`config.mk`:
```
export PLATFORM = sky130hd
export DESIGN_NAME = prs_state_array
export DESIGN_NICKNAME = d
export VERILOG_FILES = /design/src/rtl/prs_pkg.sv /design/src/rtl/prs_state_array.sv
export SDC_FILE = /design/constraint.sdc
export NUM_CORES = 1
export LEC_CHECK = 0
export BUFFER_PORTS_ARGS = -buffer_cell sky130_fd_sc_hd__buf_2
export CORE_UTILIZATION = 55
export CTS_BUF_LIST = sky130_fd_sc_hd__clkbuf_4 sky130_fd_sc_hd__clkbuf_8
export DETAILED_ROUTE_END_ITERATION = 10
export PLACE_DENSITY = 0.93
export SETUP_SLACK_MARGIN = 0.4
export SLEW_MARGIN = 20
export SYNTH_ARGS = -nofsm -noshare
export SYNTH_HDL_FRONTEND = slang
export SYNTH_SLANG_ARGS = --single-unit
```
`constraint.sdc`:
```
create_clock -name clk -period 2.6 [get_ports clk]
set_clock_uncertainty 0.05 [all_clocks]
set_input_delay 0.52 -clock clk [delete_from_list [all_inputs] [get_ports clk]]
set_output_delay 0.52 -clock clk [all_outputs]
set_load 0.005 [all_outputs]
```
`src/rtl/prs_pkg.sv`:
```
package prs_pkg;

  // Strobes from the writeback control to the state array.
  typedef struct packed {
    logic popEn;    // clear ready and free of the popped tag
    logic wbSetEn;  // writeback passed its check: set ready
    logic relEn;    // set free of the released tag
  } prs_strobe_t;

endpackage

```
`src/rtl/prs_state_array.sv`:
```
module prs_state_array
  import prs_pkg::*;
#(
  parameter int NUM_PREGS = 16,
  parameter int NUM_ARCH  = 8,
  localparam int TAG_W    = $clog2(NUM_PREGS)
) (
  input  logic                 clk,
  input  logic                 rstN,
  input  prs_strobe_t          strobe,
  input  logic [TAG_W-1:0]     popTag,
  input  logic [TAG_W-1:0]     wbTag,
  input  logic [TAG_W-1:0]     relTag,
  output logic                 viewRdy,
  output logic                 viewFree,
  output logic [NUM_PREGS-1:0] readyVec,
  output logic [NUM_PREGS-1:0] freeVec
);

  logic [NUM_PREGS-1:0] readyQ;
  logic [NUM_PREGS-1:0] freeQ;
  logic                 popHitsWb;

  // The writeback check sees the state as it stands after a same-cycle pop.
  assign popHitsWb = strobe.popEn && (popTag == wbTag);
  assign viewRdy   = popHitsWb ? 1'b0 : readyQ[wbTag];
  assign viewFree  = popHitsWb ? 1'b0 : freeQ[wbTag];

  for (genvar g = 0; g < NUM_PREGS; g++) begin : g_reg
    localparam logic RST_RDY  = (g < NUM_ARCH);
    localparam logic RST_FREE = (g >= NUM_ARCH);
    logic rdyNext;
    logic freeNext;

    // Events are applied in the order pop, writeback, release.
    always_comb begin
      rdyNext  = readyQ[g];
      freeNext = freeQ[g];
      if (strobe.popEn && popTag == TAG_W'(g)) begin
        rdyNext  = 1'b0;
        freeNext = 1'b0;
      end
      if (strobe.wbSetEn && wbTag == TAG_W'(g)) rdyNext = 1'b1;
      if (strobe.relEn && relTag == TAG_W'(g)) freeNext = 1'b1;
    end

    always_ff @(posedge clk or negedge rstN) begin
      if (!rstN) begin
        readyQ[g] <= RST_RDY;
        freeQ[g]  <= RST_FREE;
      end else begin
        readyQ[g] <= rdyNext;
        freeQ[g]  <= freeNext;
      end
    end
  end

  assign readyVec = readyQ;
  assign freeVec  = freeQ;

  AST_POP_CLEARS: assert property (@(posedge clk) disable iff (!rstN)
    (strobe.popEn && !strobe.wbSetEn && !strobe.relEn)
      |=> (!readyQ[$past(popTag)] && !freeQ[$past(popTag)]));

  AST_REL_SETS_FREE: assert property (@(posedge clk) disable iff (!rstN)
    strobe.relEn |=> freeQ[$past(relTag)]);

  AST_WB_SETS_READY: assert property (@(posedge clk) disable iff (!rstN)
    strobe.wbSetEn |=> readyQ[$past(wbTag)]);

  AST_POP_REL_FREE: assert property (@(posedge clk) disable iff (!rstN)
    (strobe.popEn && strobe.relEn && popTag == relTag && !strobe.wbSetEn)
      |=> (freeQ[$past(relTag)] && !readyQ[$past(relTag)]));

endmodule

```
Yosys cells after proc, flatten, opt, wreduce, memory -nomap -nowiden
Cells that the tools add are included.
{ "word_totals": {"register_bits": 32, "inputBits": 17, "elab_cells": 217} }
{ "op_classes": {"order_cmp": 1, "eq_ne": 46, "muxes": 54, "reduce_logical": 84} }
{ "ops": {"columns": ["cell", "count"], "rows": [
  ["$eq 4x4->1 const B", 24],
  ["$reduce_bool 2->1", 32],
  ["$mux 1", 52],
  ["$logic_and 1x1->1", 49],
  ["$eq 4x3->1 const B", 12],
  ["$eq 4x2->1 const B", 6],
  ["$eq 4x1->1 const B", 3],
  ["$logic_not 4->1", 3],
  ["$bmux 1 s4", 2],
  ["$lt 4x5->1 const B", 1],
  ["$eq 4x4->1", 1]
]} }

Longest topological paths before layout
Gate-level depths: netlist of run 1.
{ "depth": {"word_depth": 4, "mapped_depth": 5, "mapped_depth_nobuf": 4} }

Least setup slack after synthesis of run 1
No wires, ideal clock.
{ "synth_timing": {"path_type": "input -> output", "from": "input wbTag[0]", "to": "output viewRdy", "t_arrival_ns": 1.359, "t_required_ns": 2.030, "slack_ns": 0.671, "stages": 4, "path_buffers": 1, "path_cell_list": "buf_6 mux4_2 a22oi_2 a31oi_1"} }
{ "synth_via": {"elab_chain_cells": 3, "elab_cells_between_ends": 5} }
{ "synth_lines": {"columns": ["element", "line_no", "text"], "rows": [
  ["start, declared", "prs_state_array.sv:12", "input logic [TAG_W-1:0] wbTag,"],
  ["$bmux 1 s4 or $eq 4x4->1 (tied branches)", "prs_state_array.sv:26, prs_state_array.sv:25", null],
  ["$mux 1 (not written as such) or $logic_and 1x1->1 (tied branches)", "prs_state_array.sv:26, prs_state_array.sv:25", null],
  ["$mux 1 (*)", "prs_state_array.sv:26", "assign viewRdy = popHitsWb ? 1'b0 : readyQ[wbTag];"],
  ["end, declared", "prs_state_array.sv:14", "output logic viewRdy,"]
]} }
Mark *: on every way between the ends. The rest lies on a longest branch, timed or not. The select of a mux whose other input is x is not followed.

Worst setup path in the final report of run 1
{ "layout_timing": {"from": "register freeQ[11] (netlist: freeVec[11])", "to": "output viewFree"} }
{ "layout_via": {"elab_chain_cells": 3} }
{ "layout_lines": {"columns": ["element", "line_no", "text"], "rows": [
  ["start, declared", "prs_state_array.sv:21", "logic [NUM_PREGS-1:0] freeQ;"],
  ["start signal, assigned by index", "prs_state_array.sv:53", "freeQ[g] <= freeNext;"],
  ["$bmux 1 s4", "prs_state_array.sv:27", "assign viewFree = popHitsWb ? 1'b0 : freeQ[wbTag];"],
  ["$mux 1 (not written as such)", "prs_state_array.sv:27", null],
  ["$mux 1", "prs_state_array.sv:27", null],
  ["end, declared", "prs_state_array.sv:15", "output logic viewFree,"]
]} }
Every way passes these cells. The select of a mux whose other input is x is not followed.

==> results of run 1 <==
==> sequential cells by signal, summed over array words and instances, names as in the netlist <==
signal,count
readyVec,16
freeVec,16
==> layer usage <==
| metal | track usage, % | share of wire (%) | vias up |
|---|---|---|---|
| li1 | - | - | 696 |
| met1 | 39.9 | 39 | 765 |
| met2 | 47.0 | 48 | 113 |
| met3 | 8.16 | 10 | 17 |
| met4 | 16.4 | 3.2 | 0 |
| met5 | 0 | 0 | - |
==> power by group <==
part	internal, uW	switching (uW)	total [uW]
Clock	154	165	319
Combinational	250	203	453
Sequential	651	88.9	740
==> per-stage QoR <==
| step | setup WS [ns] | instances | utilization (%) | area (um^2) |
|---|---|---|---|---|
| floorplan | 0.671 | 156 | - | 1690 |
| global placement | 0.198 | 229 | 68.6 | 1940 |
| detailed placement | 0.177 | 229 | 68.6 | 1940 |
| CTS | 0.396 | 244 | 72.9 | 2060 |
| global route | 0.362 | 245 | 73.4 | 2080 |
| finish | 0.402 | 245 | 73.4 | 2080 |
==> final cells by class <==
| class | count | area share, % |
|---|---|---|
| multi-input cells | 114 | 39.6 |
| inverters | 2 | 0.362 |
| clock buffers | 8 | 3.19 |
| repair buffers | 58 | 15.4 |
| flip-flops and latches | 32 | 39.5 |
| well taps | 31 | 1.87 |
==> worst max-delay path, cell delays in order, from the launching register on <==
cell	delay [ns]
sky130_fd_sc_hd__dfstp_2	0.39
sky130_fd_sc_hd__mux4_2	0.47
sky130_fd_sc_hd__a22oi_2	0.17
sky130_fd_sc_hd__a31oi_1	0.12
sky130_fd_sc_hd__buf_2	0.15
==> worst paths after layout <==
kind / from / to / cells after the start
worst max-delay path: freeVec[11] / viewFree / 4
worst min-delay path: rstN / readyVec[8] / 1
max in group asynchronous: rstN / freeVec[4] / 1
worst min register to register: freeVec[14] / freeVec[14] / 1
worst max register to register: readyVec[8] / readyVec[8] / 2
min in group clk: relTag[2] / freeVec[3] / 2
==> repair_timing <==
action                     4_1_cts  5_1_grt
hold endpoints to repair         0        0
setup endpoints to repair        2        2
hold buffers                     0        0
buffers inserted                 7        1
pin swaps                        3        0
gates resized for setup          7        1
==> cell usage in the layout, fill, tap and decap left out, types with 2 or more instances in the layout <==
master                      synthesis  routed
sky130_fd_sc_hd__nor3_1             2       2
sky130_fd_sc_hd__xor2_1             3       3
sky130_fd_sc_hd__buf_2              1      49
sky130_fd_sc_hd__a32o_1             5       5
sky130_fd_sc_hd__nor2_1             3       3
sky130_fd_sc_hd__nor3b_1            3       3
sky130_fd_sc_hd__a21o_1             2       2
sky130_fd_sc_hd__buf_4              0       8
sky130_fd_sc_hd__dfrtp_1           16      16
sky130_fd_sc_hd__clkbuf_4           0       7
sky130_fd_sc_hd__mux4_1             7       4
sky130_fd_sc_hd__o31ai_1            4       4
sky130_fd_sc_hd__dfstp_2           16      16
sky130_fd_sc_hd__mux4_2             1       4
sky130_fd_sc_hd__nand2_1           35      35
sky130_fd_sc_hd__nand3b_1           4       4
sky130_fd_sc_hd__o21ai_0           14      14
sky130_fd_sc_hd__nand3_1            8       8
sky130_fd_sc_hd__nand2b_1           2       2
sky130_fd_sc_hd__a22oi_2            1       2
sky130_fd_sc_hd__o2bb2ai_1          6       6
sky130_fd_sc_hd__inv_1              2       2
sky130_fd_sc_hd__nor2b_1            4       4
sky130_fd_sc_hd__a22o_1             3       3
sky130_fd_sc_hd__a31oi_1            2       2
==> cells by family (layout without fill, tap and decap cells) <==
family | Yosys count | count (layout) | synth area share (%)
AO/OA/AOI/OAI | 38 | 38 | 16.4
AND/OR/NAND/NOR | 64 | 64 | 18.0
flip-flops | 32 | 32 | 48.6
XOR/XNOR | 4 | 4 | 2.07
buffers and inverters | 10 | 68 | 2.74
multiplexers | 8 | 8 | 12.2
==> flow_summary.yaml, run 1 <==
status:
  failed_checks: "DRC"
  status: "finished, violations left"
die:
  core_region_area_um2: 2830
  core.rowCount: 19
  die_height_um: 57.4
  io_pins: 51
  die_outline_width_um: 57.4
  effective_utilization_at_floorplan_pct: 59.7
  die-area_um2: 3300
grt:
  overall_global_routing_resource_usage_pct: 30.6
  vias_in_the_first_global_route: 1565
  grt_first_pass_wirelength_um: 7450
  grt_overflow_total: 0
  initial_antenna_violation_count: 0
  grt_start_max_net_pins: 33
critical_path:
  worstPathMaxFanout: 3
  worstPathArrival_ns: 1.63
  critPathKind: "flop to primary output"
  cp.required_ns: 2.03
  setup.reg_to_reg.worst_slack_ns: 1.70
  cp-start-kind: "flop"
  setup.worst_path.end_class: "primary output"
synth:
  yosysUniqueCellTypes: 30
  synthesis.area_per_instance_um2: 10.8
  async_reset_ff_share_pct: 100
  synth_edf_count: 0
  synthesis.nets: 173
  yosys.cell_count.top_type: "sky130_fd_sc_hd__nand2_1"
  netlist_instances: 156
  synth.top_cells.by_area: "sky130_fd_sc_hd__dfstp_2 (25%), sky130_fd_sc_hd__dfrtp_1 (24%), sky130_fd_sc_hd__mux4_1 (11%)"
  ys.flop_type: "sky130_fd_sc_hd__dfstp_2"
  post_synth_most_frequent_cells: "sky130_fd_sc_hd__nand2_1 (35), sky130_fd_sc_hd__dfrtp_1 (16), sky130_fd_sc_hd__dfstp_2 (16), sky130_fd_sc_hd__o21ai_0 (14), sky130_fd_sc_hd__nand3_1 (8)"
  yosys.area.top_type: "sky130_fd_sc_hd__dfstp_2"
  synth.cell_area_um2: 1690
  synth_sequential_area_ratio_pct: 48.6
  yosys_warnings: 0
  synth_seq_cells: 32
  synth_top_cell_area_share_pct: 24.9
min_path:
  hold_path_class: "primary input to async pin"
clocking:
  cts_num_sinks: 32
  tritoncts: "yes"
  cts_made_buffers: 5
  ctsRootBufferMaster: "sky130_fd_sc_hd__clkbuf_4"
  cts.htree.levels: 2
  clock_slew_at_the_register_clock_pins_of_the_worst_setup_and_hold_paths_ns: 0.10
  insertion_delay_ns: 0.33
  clock_path_buffers: 2
finish:
  fillers: 210
  final_layout_size_suffix_gt1_share_pct: 41.6
  nNetsFinal: 230
  flow.area_growth_from_synthesis_pct: 22.9
  multi_input_area_um2: 822
  seqCellArea_um2: 821
  antennaDiodeCount: 0
power:
  irDropWorstVdd_uv: 503
  static-leakage-power_uw: 0.000947
  design_power_total_uw: 1510
  power_per_cell_area_nw_per_um2: 728
drt:
  wl_per_cell_um: 18.8
  post_route_ant_nets: 0
  post_drt_via_cell_ratio: 6.49
  remaining_drc_errors: 4
  drt_first_iter_violations: 126
  vias: 1591
  wirelength_um: 4600
  dr.pass1.iters: 8
timing:
  finalSetupViolations: 0
  final.min_clock_period_ns: 2.20
  max_freq_mhz: 455
  rsz0062_at_grt: "true"
  hold_viol: 0
  timing_worst_slew_pin_value_ns: 0.690
  max-slew-margin-rel_pct: 54.0
  max_slew_violation_count: 0
  fin_worst_hold_slack_ns: 0.165
  final.period_utilization_pct: 84.5
  setup-tns-final_ns: 0
placed_design:
  finalWeightedCongestion: 0.919
  placement.io_buffers: 50
  post-dp-hpwl_um: 3370
job:
  drv.max_cap_violation_count: 0
Note: power is estimated with default switching activity, not from simulation.
==> run 2: changes to the inputs <==
- CORE_UTILIZATION: 55 -> 48
- PLACE_DENSITY: 0.93 -> 0.86
- clock period: 2.6 -> 1.8 ns (I/O delays scaled with it)
==> run 2 against run 1 <==
Against the previous run: the flow finishes with violations (setup timing); core utilization down 5.7 points; setup slack worse by 0.65 ns; non-clock buffer count up 13; critical endpoint unchanged; sequential power up 47%; worst hold slack worse by 0.16 ns; first-iteration DRC count up 44%; combinational power up 72%; largest cell class is now sequential cells; count of clock-buffer cells in the layout unchanged; via count up 1.4%; total power up 55%; wire length up 6.8%; critical path type unchanged.
==> flow_summary.yaml, run 2 (synthesis gave the netlist of run 1 again) <==
timing:
  hold_viol: 0
  setup-tns-final_ns: -0.473
  rsz0062_at_grt: "true"
  final.period_utilization_pct: 114
  max_freq_mhz: 488
  finalSetupViolations: 2
  finalWorstSetupSlack_ns: -0.248
  max_slew_violation_count: 0
  timing_worst_slew_pin_value_ns: 0.695
  max-slew-margin-rel_pct: 53.6
  fin_worst_hold_slack_ns: 0.00141
  final.min_clock_period_ns: 2.05
finish:
  fillers: 282
  flow.area_growth_from_synthesis_pct: 34.7
  layoutNonFillerInstCount: 273
  antennaDiodeCount: 0
  most-common-layout-cells: "sky130_fd_sc_hd__buf_2 (36), sky130_fd_sc_hd__nand2_1 (35), sky130_fd_sc_hd__buf_6 (20)"
  layout_commonest_cell: "sky130_fd_sc_hd__buf_2"
  layout.cell_area.non_filler_um2: 2270
  nNetsFinal: 243
  final_layout_size_suffix_gt1_share_pct: 45.8
  finalCoreUtilization_pct: 67.6
critical_path:
  worst_r2r_path_depth: 4
  cp.required_ns: 1.39
  critPathCapture: "viewFree"
  setup.reg_to_reg.worst_slack_ns: 0.80
  critical_path.reg2reg.endpoint: "freeVec[11]"
  buffers_and_inverters_on_the_worst_path: 1
  setup.worst_path.end_class: "primary output"
  kind_of_cell_with_the_highest_combined_delay_on_the_critical_path: "multiplexers"
  cp-start-kind: "flop"
  cp_cell_sequence: "mux4_2 -> a22oi_2 -> a31oi_1 -> buf_2"
  worstPathMaxFanout: 3
  worstPathArrival_ns: 1.64
  max_stage_delay_ns: 0.48
  worst_r2r_startpoint: "freeVec[11]"
  crit_path_start: "freeVec[3]"
  critical_path_cell_count: 4
  critPathKind: "flop to primary output"
  crit_path_top_delay_cell: "sky130_fd_sc_hd__mux4_2"
clocking:
  cts_num_sinks: 32
  insertion_delay_ns: 0.34
  clock_slew_at_the_register_clock_pins_of_the_worst_setup_and_hold_paths_ns: 0.09
  post_cts_hold_buffer_count: 0
  cts.htree.levels: 2
  tritoncts: "yes"
  ctsRootBufferMaster: "sky130_fd_sc_hd__clkbuf_4"
  cts_made_buffers: 5
  clock_path_buffers: 2
drt:
  vias: 1613
  wl_per_cell_um: 18.0
  dr.pass1.iters: 5
  remaining_drc_errors: 0
  post_drt_via_cell_ratio: 5.91
  drt_first_iter_violations: 181
  post_route_ant_nets: 0
  wirelength_um: 4910
grt:
  grt_overflow_total: 0
  grt_start_max_net_pins: 33
  vias_in_the_first_global_route: 1493
  initial_antenna_violation_count: 0
  grt_first_pass_wirelength_um: 7390
  overall_global_routing_resource_usage_pct: 28.7
die:
  effective_utilization_at_floorplan_pct: 50.2
  io_pins: 51
  die_height_um: 61.3
  die_outline_width_um: 61.3
  core_region_area_um2: 3360
  die-area_um2: 3760
  core.rowCount: 21
placed_design:
  placement_cell_area_um2: 2030
  placement.io_buffers: 50
  place.detailed.instances: 255
  finalWeightedCongestion: 0.814
  post-dp-hpwl_um: 3470
power:
  clockPowerShare_pct: 19.8
  power_per_cell_area_nw_per_um2: 1030
  irDropWorstVdd_uv: 552
  share_of_total_power_in_combinational_logic_pct: 33.4
  power.share.switching_pct: 29.6
  power_switching_uw: 692
  power.share.sequential_pct: 46.8
  internal_power_uw: 1650
  static-leakage-power_uw: 0.00103
job:
  drv.max_cap_violation_count: 0
min_path:
  hold_path_class: "primary input to async pin"
status:
  failed_checks: "setup timing"
  status: "finished, violations left"
==> run 2: how the worst min path moves through the flow <==
stage | startpoint | to | slack [ns] | cells after the start
final | rstN | freeVec[1] | 0.001 | 1
after global routing | rstN | freeVec[1] | 0.03 | 1
after global placement | rstN | freeVec[1] | 0.39 | 1
after floorplan | rstN | freeVec[0] | 0.01 | 0
after detailed placement | rstN | freeVec[1] | 0.39 | 1
after CTS | rstN | readyVec[12] | 0.01 | 1
==> run 2: repair_timing <==
item,in CTS,in global routing
gates cloned,0,0
setup endpoints to repair,18,22
buffers inserted,6,4
resized for setup,8,16
pin swaps,0,0
==> run 2: per-stage QoR <==
stage          worst slack, ns  total power [uW]
6_report                -0.248              2340
5_1_grt                 -0.304              2470
4_1_cts                 -0.244              2210
3_5_place_dp            -0.172              1670
3_3_place_gp            -0.146              1650
2_1_floorplan            0.215              1360
==> run 2: worst reg2reg max path: cells and delay by family, from the launching register on <==
family | cells | cell delay (ns)
simple gates | 1 | 0.05
flops | 1 | 0.55
buf+inv | 2 | 0.20
compound gates | 1 | 0.08
==> run 2: final cells by class <==
cell class	count	area, um^2	share of cell area (%)
Tap cell	46	57.6	2.53
Clock buffer	8	66.3	2.92
Inverter	2	7.51	0.330
Sequential cell	32	821	36.1
Timing Repair Buffer	71	518	22.8
Multi-Input combinational cell	114	805	35.4
==> run 2: layer usage <==
metal,vias to the layer above,track usage (%),part of all wire [%]
met5,-,0,0
met4,0,12.0,1.5
met2,104,45.2,49
li1,719,-,-
met1,782,39.0,41
met3,8,5.88,8.3
==> run 2: power groups by stage <==
stage | Clock (uW) | Combinational [uW] | Sequential [uW]
finish | 463 | 780 | 1090
detailed placement | 0 | 578 | 1090
floorplan | 0 | 293 | 1070
CTS | 473 | 661 | 1070
global route | 507 | 857 | 1110
global placement | 0 | 563 | 1090
